$ cat src/rtl/be_lane_pkg.sv
package be_lane_pkg;
  typedef enum logic [1:0] {
    SZ_BYTE = 2'b00,
    SZ_HALF = 2'b01,
    SZ_WORD = 2'b10,
    SZ_RSVD = 2'b11
  } acc_size_e;
endpackage

$ cat src/rtl/be_lane_store.sv
// Store-side lane steering and alignment check (combinational).
module be_lane_store
  import be_lane_pkg::*;
#(
  parameter int DATA_W = 32,
  localparam int LANES = DATA_W / 8,
  localparam int OFF_W = $clog2(LANES)
) (
  input  logic [OFF_W-1:0]  off,
  input  acc_size_e         size,
  input  logic [DATA_W-1:0] src,
  output logic [LANES-1:0]  be,
  output logic [DATA_W-1:0] lane_data,
  output logic              misalign
);

  always_comb begin
    unique case (size)
      SZ_BYTE: misalign = 1'b0;
      SZ_HALF: misalign = off[0];
      SZ_WORD: misalign = |off;
      default: misalign = 1'b1;
    endcase
  end

  // Lane i holds the byte at offset i; big-endian puts offset 0 on the top byte.
  for (genvar i = 0; i < LANES; i++) begin : g_lane
    localparam logic [OFF_W-1:0] LOFF = OFF_W'(i);
    localparam int HSEL = (i % 2 == 0) ? 15 : 7;
    logic       hit;
    logic [7:0] byte_v;

    always_comb begin
      unique case (size)
        SZ_BYTE: hit = (off == LOFF);
        SZ_HALF: hit = (off[OFF_W-1:1] == LOFF[OFF_W-1:1]);
        SZ_WORD: hit = 1'b1;
        default: hit = 1'b0;
      endcase
    end

    always_comb begin
      unique case (size)
        SZ_BYTE: byte_v = src[7:0];
        SZ_HALF: byte_v = src[HSEL -: 8];
        SZ_WORD: byte_v = src[DATA_W-1-8*i -: 8];
        default: byte_v = '0;
      endcase
    end

    assign be[LANES-1-i]                = hit & ~misalign;
    assign lane_data[DATA_W-1-8*i -: 8] = byte_v;
  end

endmodule

$ cat src/rtl/be_lane_extract.sv
// Load-side lane selection and widening (combinational).
module be_lane_extract
  import be_lane_pkg::*;
#(
  parameter int DATA_W = 32,
  localparam int LANES = DATA_W / 8,
  localparam int OFF_W = $clog2(LANES)
) (
  input  logic [OFF_W-1:0]  off,
  input  acc_size_e         size,
  input  logic              zext,
  input  logic [DATA_W-1:0] rdata,
  output logic [DATA_W-1:0] result
);

  logic [7:0]  lane [LANES];
  logic [7:0]  sel_b;
  logic [15:0] sel_h;

  for (genvar i = 0; i < LANES; i++) begin : g_split
    assign lane[i] = rdata[DATA_W-1-8*i -: 8];
  end

  always_comb begin
    sel_b = lane[off];
    sel_h = {lane[{off[OFF_W-1:1], 1'b0}], lane[{off[OFF_W-1:1], 1'b1}]};
    unique case (size)
      SZ_BYTE: result = zext ? {{(DATA_W-8){1'b0}}, sel_b}
                             : {{(DATA_W-8){sel_b[7]}}, sel_b};
      SZ_HALF: result = zext ? {{(DATA_W-16){1'b0}}, sel_h}
                             : {{(DATA_W-16){sel_h[15]}}, sel_h};
      default: result = rdata;
    endcase
  end

endmodule

$ cat src/rtl/be_lane_unit.sv
// Big-endian load/store lane unit: registered memory request, load widening
// on the word returned one cycle after the read strobe.
module be_lane_unit
  import be_lane_pkg::*;
#(
  parameter int DATA_W = 32,
  parameter int ADDR_W = 32,
  localparam int LANES = DATA_W / 8,
  localparam int OFF_W = $clog2(LANES),
  localparam int WA_W  = ADDR_W - OFF_W
) (
  input  logic              clk,
  input  logic              rst_n,
  input  logic              req_valid,
  input  logic              req_write,
  input  logic              req_unsigned,
  input  logic [1:0]        req_size,
  input  logic [ADDR_W-1:0] req_addr,
  input  logic [DATA_W-1:0] req_wdata,
  output logic              mem_req,
  output logic              mem_we,
  output logic [WA_W-1:0]   mem_addr,
  output logic [LANES-1:0]  mem_be,
  output logic [DATA_W-1:0] mem_wdata,
  input  logic [DATA_W-1:0] mem_rdata,
  output logic              acc_err,
  output logic              ld_valid,
  output logic [DATA_W-1:0] ld_data
);

  // ---------------- reset: async assert, sync release ----------------
  logic rs_meta, rs_q_n;
  always_ff @(posedge clk or negedge rst_n) begin
    if (!rst_n) begin
      rs_meta <= 1'b0;
      rs_q_n  <= 1'b0;
    end else begin
      rs_meta <= 1'b1;
      rs_q_n  <= rs_meta;
    end
  end

  // ---------------- request decode ----------------
  acc_size_e             sz_in;
  logic [OFF_W-1:0]      off_in;
  logic [LANES-1:0]      be_c;
  logic [DATA_W-1:0]     wdata_c;
  logic                  mis_c;

  assign sz_in  = acc_size_e'(req_size);
  assign off_in = req_addr[OFF_W-1:0];

  be_lane_store #(.DATA_W(DATA_W)) u_store (
    .off       (off_in),
    .size      (sz_in),
    .src       (req_wdata),
    .be        (be_c),
    .lane_data (wdata_c),
    .misalign  (mis_c)
  );

  // ---------------- stage A: memory request ----------------
  logic              req_q, we_q, err_q, ald_q, a_uns_q;
  logic [WA_W-1:0]   addr_q;
  logic [LANES-1:0]  be_q;
  logic [DATA_W-1:0] wd_q;
  logic [OFF_W-1:0]  a_off_q;
  acc_size_e         a_size_q;

  logic              req_d, err_d, ald_d, a_en;
  logic [LANES-1:0]  be_d;

  always_comb begin
    a_en  = req_valid;
    req_d = req_valid & ~mis_c;
    err_d = req_valid & mis_c;
    ald_d = req_valid & ~mis_c & ~req_write;
    be_d  = req_valid ? be_c : '0;
  end

  always_ff @(posedge clk or negedge rs_q_n) begin
    if (!rs_q_n) begin
      req_q <= 1'b0;
      err_q <= 1'b0;
      ald_q <= 1'b0;
      be_q  <= '0;
    end else begin
      req_q <= req_d;
      err_q <= err_d;
      ald_q <= ald_d;
      be_q  <= be_d;
    end
  end

  always_ff @(posedge clk or negedge rs_q_n) begin
    if (!rs_q_n) begin
      we_q     <= 1'b0;
      addr_q   <= '0;
      wd_q     <= '0;
      a_off_q  <= '0;
      a_size_q <= SZ_BYTE;
      a_uns_q  <= 1'b0;
    end else if (a_en) begin
      we_q     <= req_write;
      addr_q   <= req_addr[ADDR_W-1:OFF_W];
      wd_q     <= wdata_c;
      a_off_q  <= off_in;
      a_size_q <= sz_in;
      a_uns_q  <= req_unsigned;
    end
  end

  assign mem_req   = req_q;
  assign mem_we    = req_q & we_q;
  assign mem_addr  = addr_q;
  assign mem_be    = be_q;
  assign mem_wdata = wd_q;
  assign acc_err   = err_q;

  // ---------------- stage B: load return ----------------
  logic             b_vld_q, b_uns_q, b_en;
  logic [OFF_W-1:0] b_off_q;
  acc_size_e        b_size_q;

  assign b_en = ald_q;

  always_ff @(posedge clk or negedge rs_q_n) begin
    if (!rs_q_n) b_vld_q <= 1'b0;
    else         b_vld_q <= ald_q;
  end

  always_ff @(posedge clk or negedge rs_q_n) begin
    if (!rs_q_n) begin
      b_off_q  <= '0;
      b_size_q <= SZ_BYTE;
      b_uns_q  <= 1'b0;
    end else if (b_en) begin
      b_off_q  <= a_off_q;
      b_size_q <= a_size_q;
      b_uns_q  <= a_uns_q;
    end
  end

  be_lane_extract #(.DATA_W(DATA_W)) u_extract (
    .off    (b_off_q),
    .size   (b_size_q),
    .zext   (b_uns_q),
    .rdata  (mem_rdata),
    .result (ld_data)
  );

  assign ld_valid = b_vld_q;

  // ---------------- assertions ----------------
  AST_IDLE_NO_ENABLES: assert property (@(posedge clk) disable iff (!rs_q_n)
    !mem_req |-> (mem_be == '0));
  AST_ERR_NO_ACCESS: assert property (@(posedge clk) disable iff (!rs_q_n)
    acc_err |-> !mem_req);
  AST_REQ_FROM_VALID: assert property (@(posedge clk) disable iff (!rs_q_n)
    mem_req |-> $past(req_valid));
  AST_ENABLE_COUNT: assert property (@(posedge clk) disable iff (!rs_q_n)
    mem_req |-> ($countones(mem_be) ==
                 ((a_size_q == SZ_BYTE) ? 1 : (a_size_q == SZ_HALF) ? 2 : LANES)));
  AST_LOAD_AFTER_READ: assert property (@(posedge clk) disable iff (!rs_q_n)
    ld_valid |-> $past(mem_req && !mem_we));
  AST_SIGN_FILL: assert property (@(posedge clk) disable iff (!rs_q_n)
    (ld_valid && !b_uns_q && b_size_q == SZ_BYTE) |->
      (ld_data[DATA_W-1:8] == {(DATA_W-8){ld_data[7]}}));
  AST_ZERO_FILL: assert property (@(posedge clk) disable iff (!rs_q_n)
    (ld_valid && b_uns_q && b_size_q != SZ_WORD) |->
      (ld_data[DATA_W-1:16] == '0));

endmodule

$ cat config.mk
export PLATFORM = sky130hd
export DESIGN_NAME = be_lane_unit
export DESIGN_NICKNAME = d
export VERILOG_FILES = /design/src/rtl/be_lane_pkg.sv /design/src/rtl/be_lane_store.sv /design/src/rtl/be_lane_extract.sv /design/src/rtl/be_lane_unit.sv
export SDC_FILE = /design/constraint.sdc
export NUM_CORES = 1
export LEC_CHECK = 0
export ABC_AREA = 0
export BUFFER_PORTS_ARGS = -buffer_cell sky130_fd_sc_hd__buf_4
export CAP_MARGIN = 20
export CORE_AREA = 2 2 104 106
export CTS_BUF_LIST = sky130_fd_sc_hd__clkbuf_2
export DETAILED_ROUTE_END_ITERATION = 7
export DIE_AREA = 0 0 106 108
export PLACE_DENSITY = 0.68
export SETUP_SLACK_MARGIN = 0.2
export SLEW_MARGIN = 10
export SYNTH_ARGS = -nofsm -noshare
export SYNTH_HDL_FRONTEND = slang
export SYNTH_SLANG_ARGS = --single-unit
$ cat constraint.sdc
create_clock -name clk -period 3.2 [get_ports clk]
set_input_delay 0.16 -clock clk [delete_from_list [all_inputs] [get_ports clk]]
set_output_delay 0.16 -clock clk [all_outputs]
set_load 0.01 [all_outputs]
==> results of run 1 <==
## worst reg2reg max path, stage by stage (launching register included)
cell           delay, ps
dfrtp_1              450
nor2b_1              150
a221o_1              310
dlygate4sd3_1        570
## cell usage in the layout (no fill, tap or decap), drive strengths merged, types with 2 or more instances in the layout
| cell | count |
|---|---|
| a2bb2oi | 7 |
| o21bai | 2 |
| nand2b | 2 |
| a22o | 9 |
| dlygate4sd3 | 82 |
| buf | 208 |
| mux2 | 40 |
| o22ai | 16 |
| nor2 | 11 |
| nand3b | 8 |
| o22a | 7 |
| a222oi | 8 |
| clkinv | 3 |
| clkbuf | 10 |
| a22oi | 8 |
| o21a | 2 |
| nor2b | 13 |
| dfrtp | 83 |
| mux2i | 10 |
| ha | 5 |
| nand2 | 17 |
| o21ai | 29 |
| a221o | 16 |
| a21oi | 4 |
| inv | 30 |
## timing repair
item | CTS | global route
endpoints found under the hold margin | 75 | 0
resized for setup | 0 | 0
hold buffers | 82 | 0
## kinds of logic (layout without fill, tap and decap cells)
| group | Yosys count | in the layout | synth area share, % |
|---|---|---|---|
| muxes | 51 | 51 | 14.1 |
| buffers and inverters | 58 | 335 | 5.85 |
| and+or+nand+nor | 53 | 53 | 7.11 |
| adders and majority gates | 5 | 5 | 1.54 |
| DFF | 83 | 83 | 51.1 |
| other | 1 | 2 | 0.0922 |
| AOI/OAI and AO/OA | 111 | 111 | 20.2 |
## flip-flops by register name (all words and copies together) (netlist names)
name / count
a_uns_q: 1
b_size_q: 2
rs_q_n: 1
acc_err: 1
b_off_q: 2
a_size_q: 2
mem_req: 1
mem_addr: 30
rs_meta: 1
b_uns_q: 1
ld_valid: 1
mem_wdata: 32
mem_be: 4
a_off_q: 2
we_q: 1
ald_q: 1
## area by class of cell
type | count | area (um^2) | share of cell area [%]
clock buffer | 10 | 50.0 | 0.756
timing repair buffer | 290 | 2400 | 36.3
sequential | 83 | 2080 | 31.4
clock inverter | 5 | 55.1 | 0.831
antenna | 1 | 2.50 | 0.0378
multi-input combinational | 221 | 1750 | 26.4
inverter | 30 | 113 | 1.70
tap | 136 | 170 | 2.57
## how the worst max path moves through the flow
| stage | cells after the start | endpoint | from |
|---|---|---|---|
| 6_report | 7 | mem_wdata[16] | req_size[1] |
| 5_1_grt | 7 | mem_wdata[22] | req_size[1] |
| 4_1_cts | 4 | ld_data[11] | b_off_q[1] |
| 3_5_place_dp | 5 | mem_wdata[21] | req_size[0] |
| 3_3_place_gp | 5 | mem_wdata[19] | req_size[0] |
| 2_1_floorplan | 0 | a_off_q[0] | rs_q_n |
## metal layers
layer | up-vias | share of wire [%] | GRT usage (%)
met5 | - | 0 | 0
met4 | 0 | 2.1 | 8.55
met3 | 27 | 7.8 | 6.93
met2 | 197 | 51 | 40.7
met1 | 2014 | 39 | 27.6
li1 | 1876 | - | -
## stage by stage
step	utilization, %	std cells	hold WS, ps
finish	64.7	776	172
floorplan	-	362	-136
detailed placement	55.4	677	-57.2
global placement	55.4	677	-57.1
global route	64.7	775	202
CTS	64.4	774	280
## power by group
part | leakage [nW] | total (mW) | switching (mW) | internal (mW)
clock | 0.0654 | 0.533 | 0.356 | 0.177
sequential | 1.02 | 1.27 | 0.112 | 1.16
combinational | 2.09 | 1.28 | 0.575 | 0.703
total | 3.18 | 3.08 | 1.04 | 2.04
==> results.md, run 1 <==
* Power Total at 3.08 mW
* Ranking of synthesized cells by area: dfrtp_1, mux2_2, a221o_1
* CP Cell Sequence: dlygate4sd3_1, buf_4, ha_1, nand2b_1, nor2_1, a221o_1, dlygate4sd3_1
* Final Hold Vio Count at 0
* Top cell type by total area after synthesis: dfrtp_1
* Largest net degree at the start of global routing at 82
* Worst Tran Pin Value at 881 ps
* GP Congestion at 0.880
* Fin Clk Skew at 38.0 ps
* Commonest cells in the synthesized netlist: dfrtp_1, mux2_2, inv_1
* Initial antenna violation count at 1
* Rel. slew slack at 41.3%
* Fin crit period at 2720 ps
* CP max stage delay at 650 ps
* Reg2reg start: mem_wdata[18]
* Initial Utilization at 39.7%
* Max frequency at 0.368 GHz
* Die area at 11400 um^2
* Placed inst area at 5670 um^2
* #FFs+latches synth at 83
* CTS max path bufs at 2
* Post-synthesis cell count at 362
* CP top delay family: buffers and inverters
* Total CTS buffers at 9
* Setup crit end kind: flip-flop
* Post-Syn Area at 4070 um^2
* Most frequent cell on the critical path: dlygate4sd3_1
* DRT Wirelength at 13700 um
* Vias/cell at 5.30
* Final ANT Viol Nets at 0
* Top FF cell, synth: dfrtp_1
* Postcts setup bufs at 0
* Pwr/cell area at 465 nW/um^2
* Drt pass-1 iters at 6
* Clk_lat worst skew at 510 ps
* Core area at 10200 um^2
* Clock Pin Slew Worst Setup and Hold Paths at 230 ps
* Vias in the first global route at 4136
* Clock root buffer: clkbuf_2
* Most common cell in the netlist: dfrtp_1
* Worst Path Required at 3620 ps
* Buf+Inv Stages, Crit Path at 3
* # port buffers at 204
* GRT Total Usage at 23.4%
* Leakage at 3.18 nW
* Die X-Extent at 106 um
* CTS tree: built
* Post-synthesis async set-or-reset flop share at 100%
* Synth top area share at 51.1%
* Ports at 205
* Max-slew violations at 0
* # Max-Cap Violations at 0
* Post-route clock period utilization at 85.0%
* Initial DRC count at 242
* Sink Count at 83
* # DRC at 0
* CP startpoint kind: input port
* Pre-CTS setup slack at 1200 ps
* Critical path class: in2reg
* RSZ-0062 raised after global routing: false
* Avg WL per Cell at 17.6 um
* WP data arrival at 3140 ps
* DP HPWL at 8840 um
* Num rows at 37
* Hold WC Path Type: reg2async
* Final setup violation count at 0
* Die Y at 108 um
* Path depth of the worst reg2reg path at 3
* Crit path max fanout at 19
* Synth Warn # at 0
* Post-Layout Inst Area at 6620 um^2
* Vias at 4114
* TNS Setup at 0 ps
* Run status: complete, no violations
* Reg2Reg Setup Slack at 1640 ps
* First-pass GRT wire length at 21000 um
* Ratio of cells with drive above 1 in the final layout at 41.5%
* Syn_nets at 470
* Post-synth EDFFs at 0
* Fillers at 768
* Peak supply drop at 0.258 mV
* Mean area per synthesized cell at 11.2 um^2
* Netlist cell types at 32
* Final worst slack at 479 ps
* Final global-route overflow total at 0
* Slowest CP cell: nand2b_1
* H-tree levels at 3
* Nets at 743
* R2R Path End: mem_wdata[18]
* P&R area growth vs syn at 62.9%
* Sequential share of the synthesized area at 51.1%
Note: power is estimated with default switching activity, not from simulation.
==> run 2, diff against run 1 <==
Settings changed: CORE_AREA 2 2 104 106 to 2 2 111 113, DIE_AREA 0 0 106 108 to 0 0 113 115, PLACE_DENSITY 0.68 to 0.65, SYNTH_HIERARCHICAL set to 1.
==> run 2 against run 1 <==
The run now ends with DRC left; critical endpoint is now ld_data[10]; critical path depth fell by 3; maximum frequency up 7.2%; largest power group unchanged; clock-buffer cell count is 1 higher; combinational power is 16% higher; final area grew 6.3%; utilization shrank 5.1 points; global-route usage shrank 2.3 points; final cell count is 1.3% higher.
==> results.md, run 2 <==
* Worst Path Required at 3040 ps (was 3620 ps)
* Post-synthesis simple-gate area fraction at 7.31% (was 7.11%)
* Final global-route overflow total at 0 (unchanged)
* Final Hold Vio Count at 0 (unchanged)
* Initial antenna violation count at 0 (was 1)
* Num rows at 40 (was 37)
* Dpl cells at 693 (was 677)
* # port buffers at 204 (unchanged)
* Clk_lat worst skew at 560 ps (was 510 ps)
* Crit path max fanout at 25 (was 19)
* Top FF cell, synth: dfrtp_1 (unchanged)
* Total CTS buffers at 9 (unchanged)
* Vias/cell at 5.30 (about the same)
* Post-Syn Area at 4590 um^2 (was 4070 um^2)
* Drt pass-1 iters at 8 (was 6)
* Failing checks: DRC
* Initial DRC count at 315 (was 242)
* Avg WL per Cell at 17.7 um (was 17.6 um)
* Hold WC Path Type: in2reg (was reg2async)
* CP max stage delay at 660 ps (was 650 ps)
* Synth Area in XOR/XNOR at 0% (unchanged)
* CP top delay family: compound AO/OA/AOI/OAI gates (was buffers and inverters)
* Leakage at 3.40 nW (was 3.18 nW)
* Final setup violation count at 0 (unchanged)
* First-pass GRT wire length at 21900 um (was 21000 um)
* Buf+Inv Stages, Crit Path at 1 (was 3)
* Ports at 205 (unchanged)
* P&R area growth vs syn at 53.4% (was 62.9%)
* DP HPWL at 9090 um (was 8840 um)
* Cts hold-fix bufs at 73 (was 82)
* Largest net degree at the start of global routing at 82 (unchanged)
* Post-CTS sizing at 0 (unchanged)
* CP Launch Point: b_size_q[1] (was req_size[1])
* Final ANT Viol Nets at 0 (unchanged)
* Core area at 11800 um^2 (was 10200 um^2)
* Synth Area in Compound Gates at 16.3% (was 20.2%)
* WP data arrival at 2380 ps (was 3140 ps)
* Ranking of synthesized cells by area: dfrtp_1, mux2_4, mux2_2 (was dfrtp_1, mux2_2, a221o_1)
* CP Cell Sequence: nor3_1, a22oi_4, o221ai_1, buf_4 (was dlygate4sd3_1, buf_4, ha_1, nand2b_1, nor2_1, a221o_1, dlygate4sd3_1)
* Top cell type by total area after synthesis: dfrtp_1 (unchanged)
* Hold Path Origin: req_wdata[31]
* Max-slew violations at 0 (unchanged)
* Max frequency at 0.394 GHz (was 0.368 GHz)
* GRT Total Usage at 21.1% (was 23.4%)
* Die area at 13000 um^2 (was 11400 um^2)
* #FFs+latches synth at 83 (unchanged)
* Rel. slew slack at 32.2% (was 41.3%)
* Clock Pin Slew Worst Setup and Hold Paths at 250 ps (was 230 ps)
* Initial Utilization at 38.8% (was 39.7%)
* Postcts setup bufs at 0 (unchanged)
* Commonest non-fill, non-tap cell in the layout: buf_4 (unchanged)
* Main combinational cell family by area after synthesis: multiplexers (was compound AO/OA/AOI/OAI gates)
* Post-synthesis mux area share at 24.4% (was 14.1%)
* Worst Tran Pin Value at 1020 ps (was 881 ps)
* Most frequent cells in the layout: buf_4, dfrtp_1, dlygate4sd3_1 (unchanged)
* Die Y at 115 um (was 108 um)
* Peak supply drop at 0.324 mV (was 0.258 mV)
* TNS Setup at 0 ps (unchanged)
* Setup crit end kind: output port (was flip-flop)
* Synth Warn # at 6 (was 0)
* Synth top area share at 45.3% (was 51.1%)
* Sink Count at 83 (unchanged)
* RSZ-0062 raised after global routing: false (unchanged)
* Vias in the first global route at 4430 (was 4136)
* H-tree levels at 3 (unchanged)
* Post-route clock period utilization at 79.3% (was 85.0%)
* CTS tree: built (unchanged)
* # DRC at 17 (was 0)
* Vias at 4169 (was 4114)
* Post-layout util at 59.6% (was 64.7%)
* Path depth of the worst reg2reg path at 2 (was 3)
* Clock root buffer: clkbuf_2 (unchanged)
* Synth Area in Adders at 1.91% (was 1.54%)
* Most common cell in the netlist: dfrtp_1 (unchanged)
* Sequential share of the synthesized area at 45.3% (was 51.1%)
* Nets at 744 (was 743)
* Ratio of cells with drive above 1 in the final layout at 49.6% (was 41.5%)
* CP startpoint kind: flip-flop (was input port)
* Commonest cells in the synthesized netlist: dfrtp_1, mux2_4, a21oi_1 (was dfrtp_1, mux2_2, inv_1)
* Post-synthesis cell count at 371 (was 362)
* Non-filler instance count after layout at 786 (was 776)
* Post-synthesis async set-or-reset flop share at 100% (unchanged)
* Reg2Reg Setup Slack at 1900 ps (was 1640 ps)
* DRT Wirelength at 13900 um (was 13700 um)
* CTS max path bufs at 2 (unchanged)
* Die X-Extent at 113 um (was 106 um)
* CP endpoint: ld_data[10] (was mem_wdata[16])
* Ant diodes at 0 (was 1)
* Run status: complete, but fails checks (was complete, no violations)
* Max reg flops at 32 (unchanged)
* Fillers at 976 (was 768)
* WP depth at 4 (was 7)
* Mean area per synthesized cell at 12.4 um^2 (was 11.2 um^2)
* Slowest CP cell: dfrtp_1 (was nand2b_1)
* Fin crit period at 2540 ps (was 2720 ps)
* R2R Path End: b_size_q[1] (was mem_wdata[18])
* Post-synth EDFFs at 0 (unchanged)
* Critical path class: reg2out (was in2reg)
* Netlist cell types at 39 (was 32)
* Reg2reg start: b_size_q[1] (was mem_wdata[18])
* # Max-Cap Violations at 0 (unchanged)
* Pwr/cell area at 471 nW/um^2 (was 465 nW/um^2)
* Syn_nets at 481 (was 470)
* Fin Clk Skew at 25.3 ps (was 38.0 ps)
* GP Congestion at 0.886 (was 0.880)
==> run 2: cell type report <==
cell class | count | area, um^2 | share of cell area (%)
Tap cell | 147 | 184 | 2.61
Sequential cell | 83 | 2080 | 29.6
Clock buffer | 11 | 55.1 | 0.782
Multi-Input combinational cell | 254 | 2290 | 32.6
Clock inverter | 5 | 62.6 | 0.889
Inverter | 3 | 11.3 | 0.160
Timing Repair Buffer | 283 | 2350 | 33.4
==> run 2: metrics by stage <==
stage | setup slack [ps] | hold slack (ps) | power (mW) | area (um^2)
after detailed placement | 1300 | -54.0 | 2.67 | 6120
after floorplan | 717 | -136 | 2.09 | 4590
after global placement | 1400 | -56.8 | 2.64 | 6120
final | 662 | 58.3 | 3.32 | 7040
after CTS | 635 | 0.0535 | 3.32 | 6970
after global routing | 438 | 59.7 | 3.51 | 7040
==> run 2: power by group <==
group	internal (mW)	leakage (nW)	switching, mW
sequential	1.16	1.02	0.101
clock	0.190	0.0688	0.379
combinational	0.794	2.32	0.687
==> run 2: logic make-up (layout without fill, tap and decap cells) <==
family,after synthesis,count (layout)
adders and majority gates,7,7
DFF,83,83
buffers and inverters,34,302
AOI/OAI and AO/OA,98,98
other,1,1
and+or+nand+nor,65,65
muxes,83,83
==> run 2: worst min-delay path by stage <==
stage	to	slack [ps]	cells past startpoint
floorplan	rs_meta	-140	0
global placement	rs_meta	-60	1
detailed placement	rs_meta	-50	1
CTS	mem_wdata[18]	0.05	4
global route	mem_wdata[31]	60	4
finish	mem_wdata[31]	60	4
==> run 2: layer usage <==
metal	vias up	track usage (%)	part of all wire [%]
met5	-	0	0
met4	0	8.21	2.2
met3	24	7.33	10
met2	212	36.6	50
met1	2034	24.2	38
li1	1899	-	-
==> run 2: worst reg2reg max path, stage by stage (launching register included) <==
cell	delay [ps]
dfrtp_1	660
buf_4	390
mux2_2	210
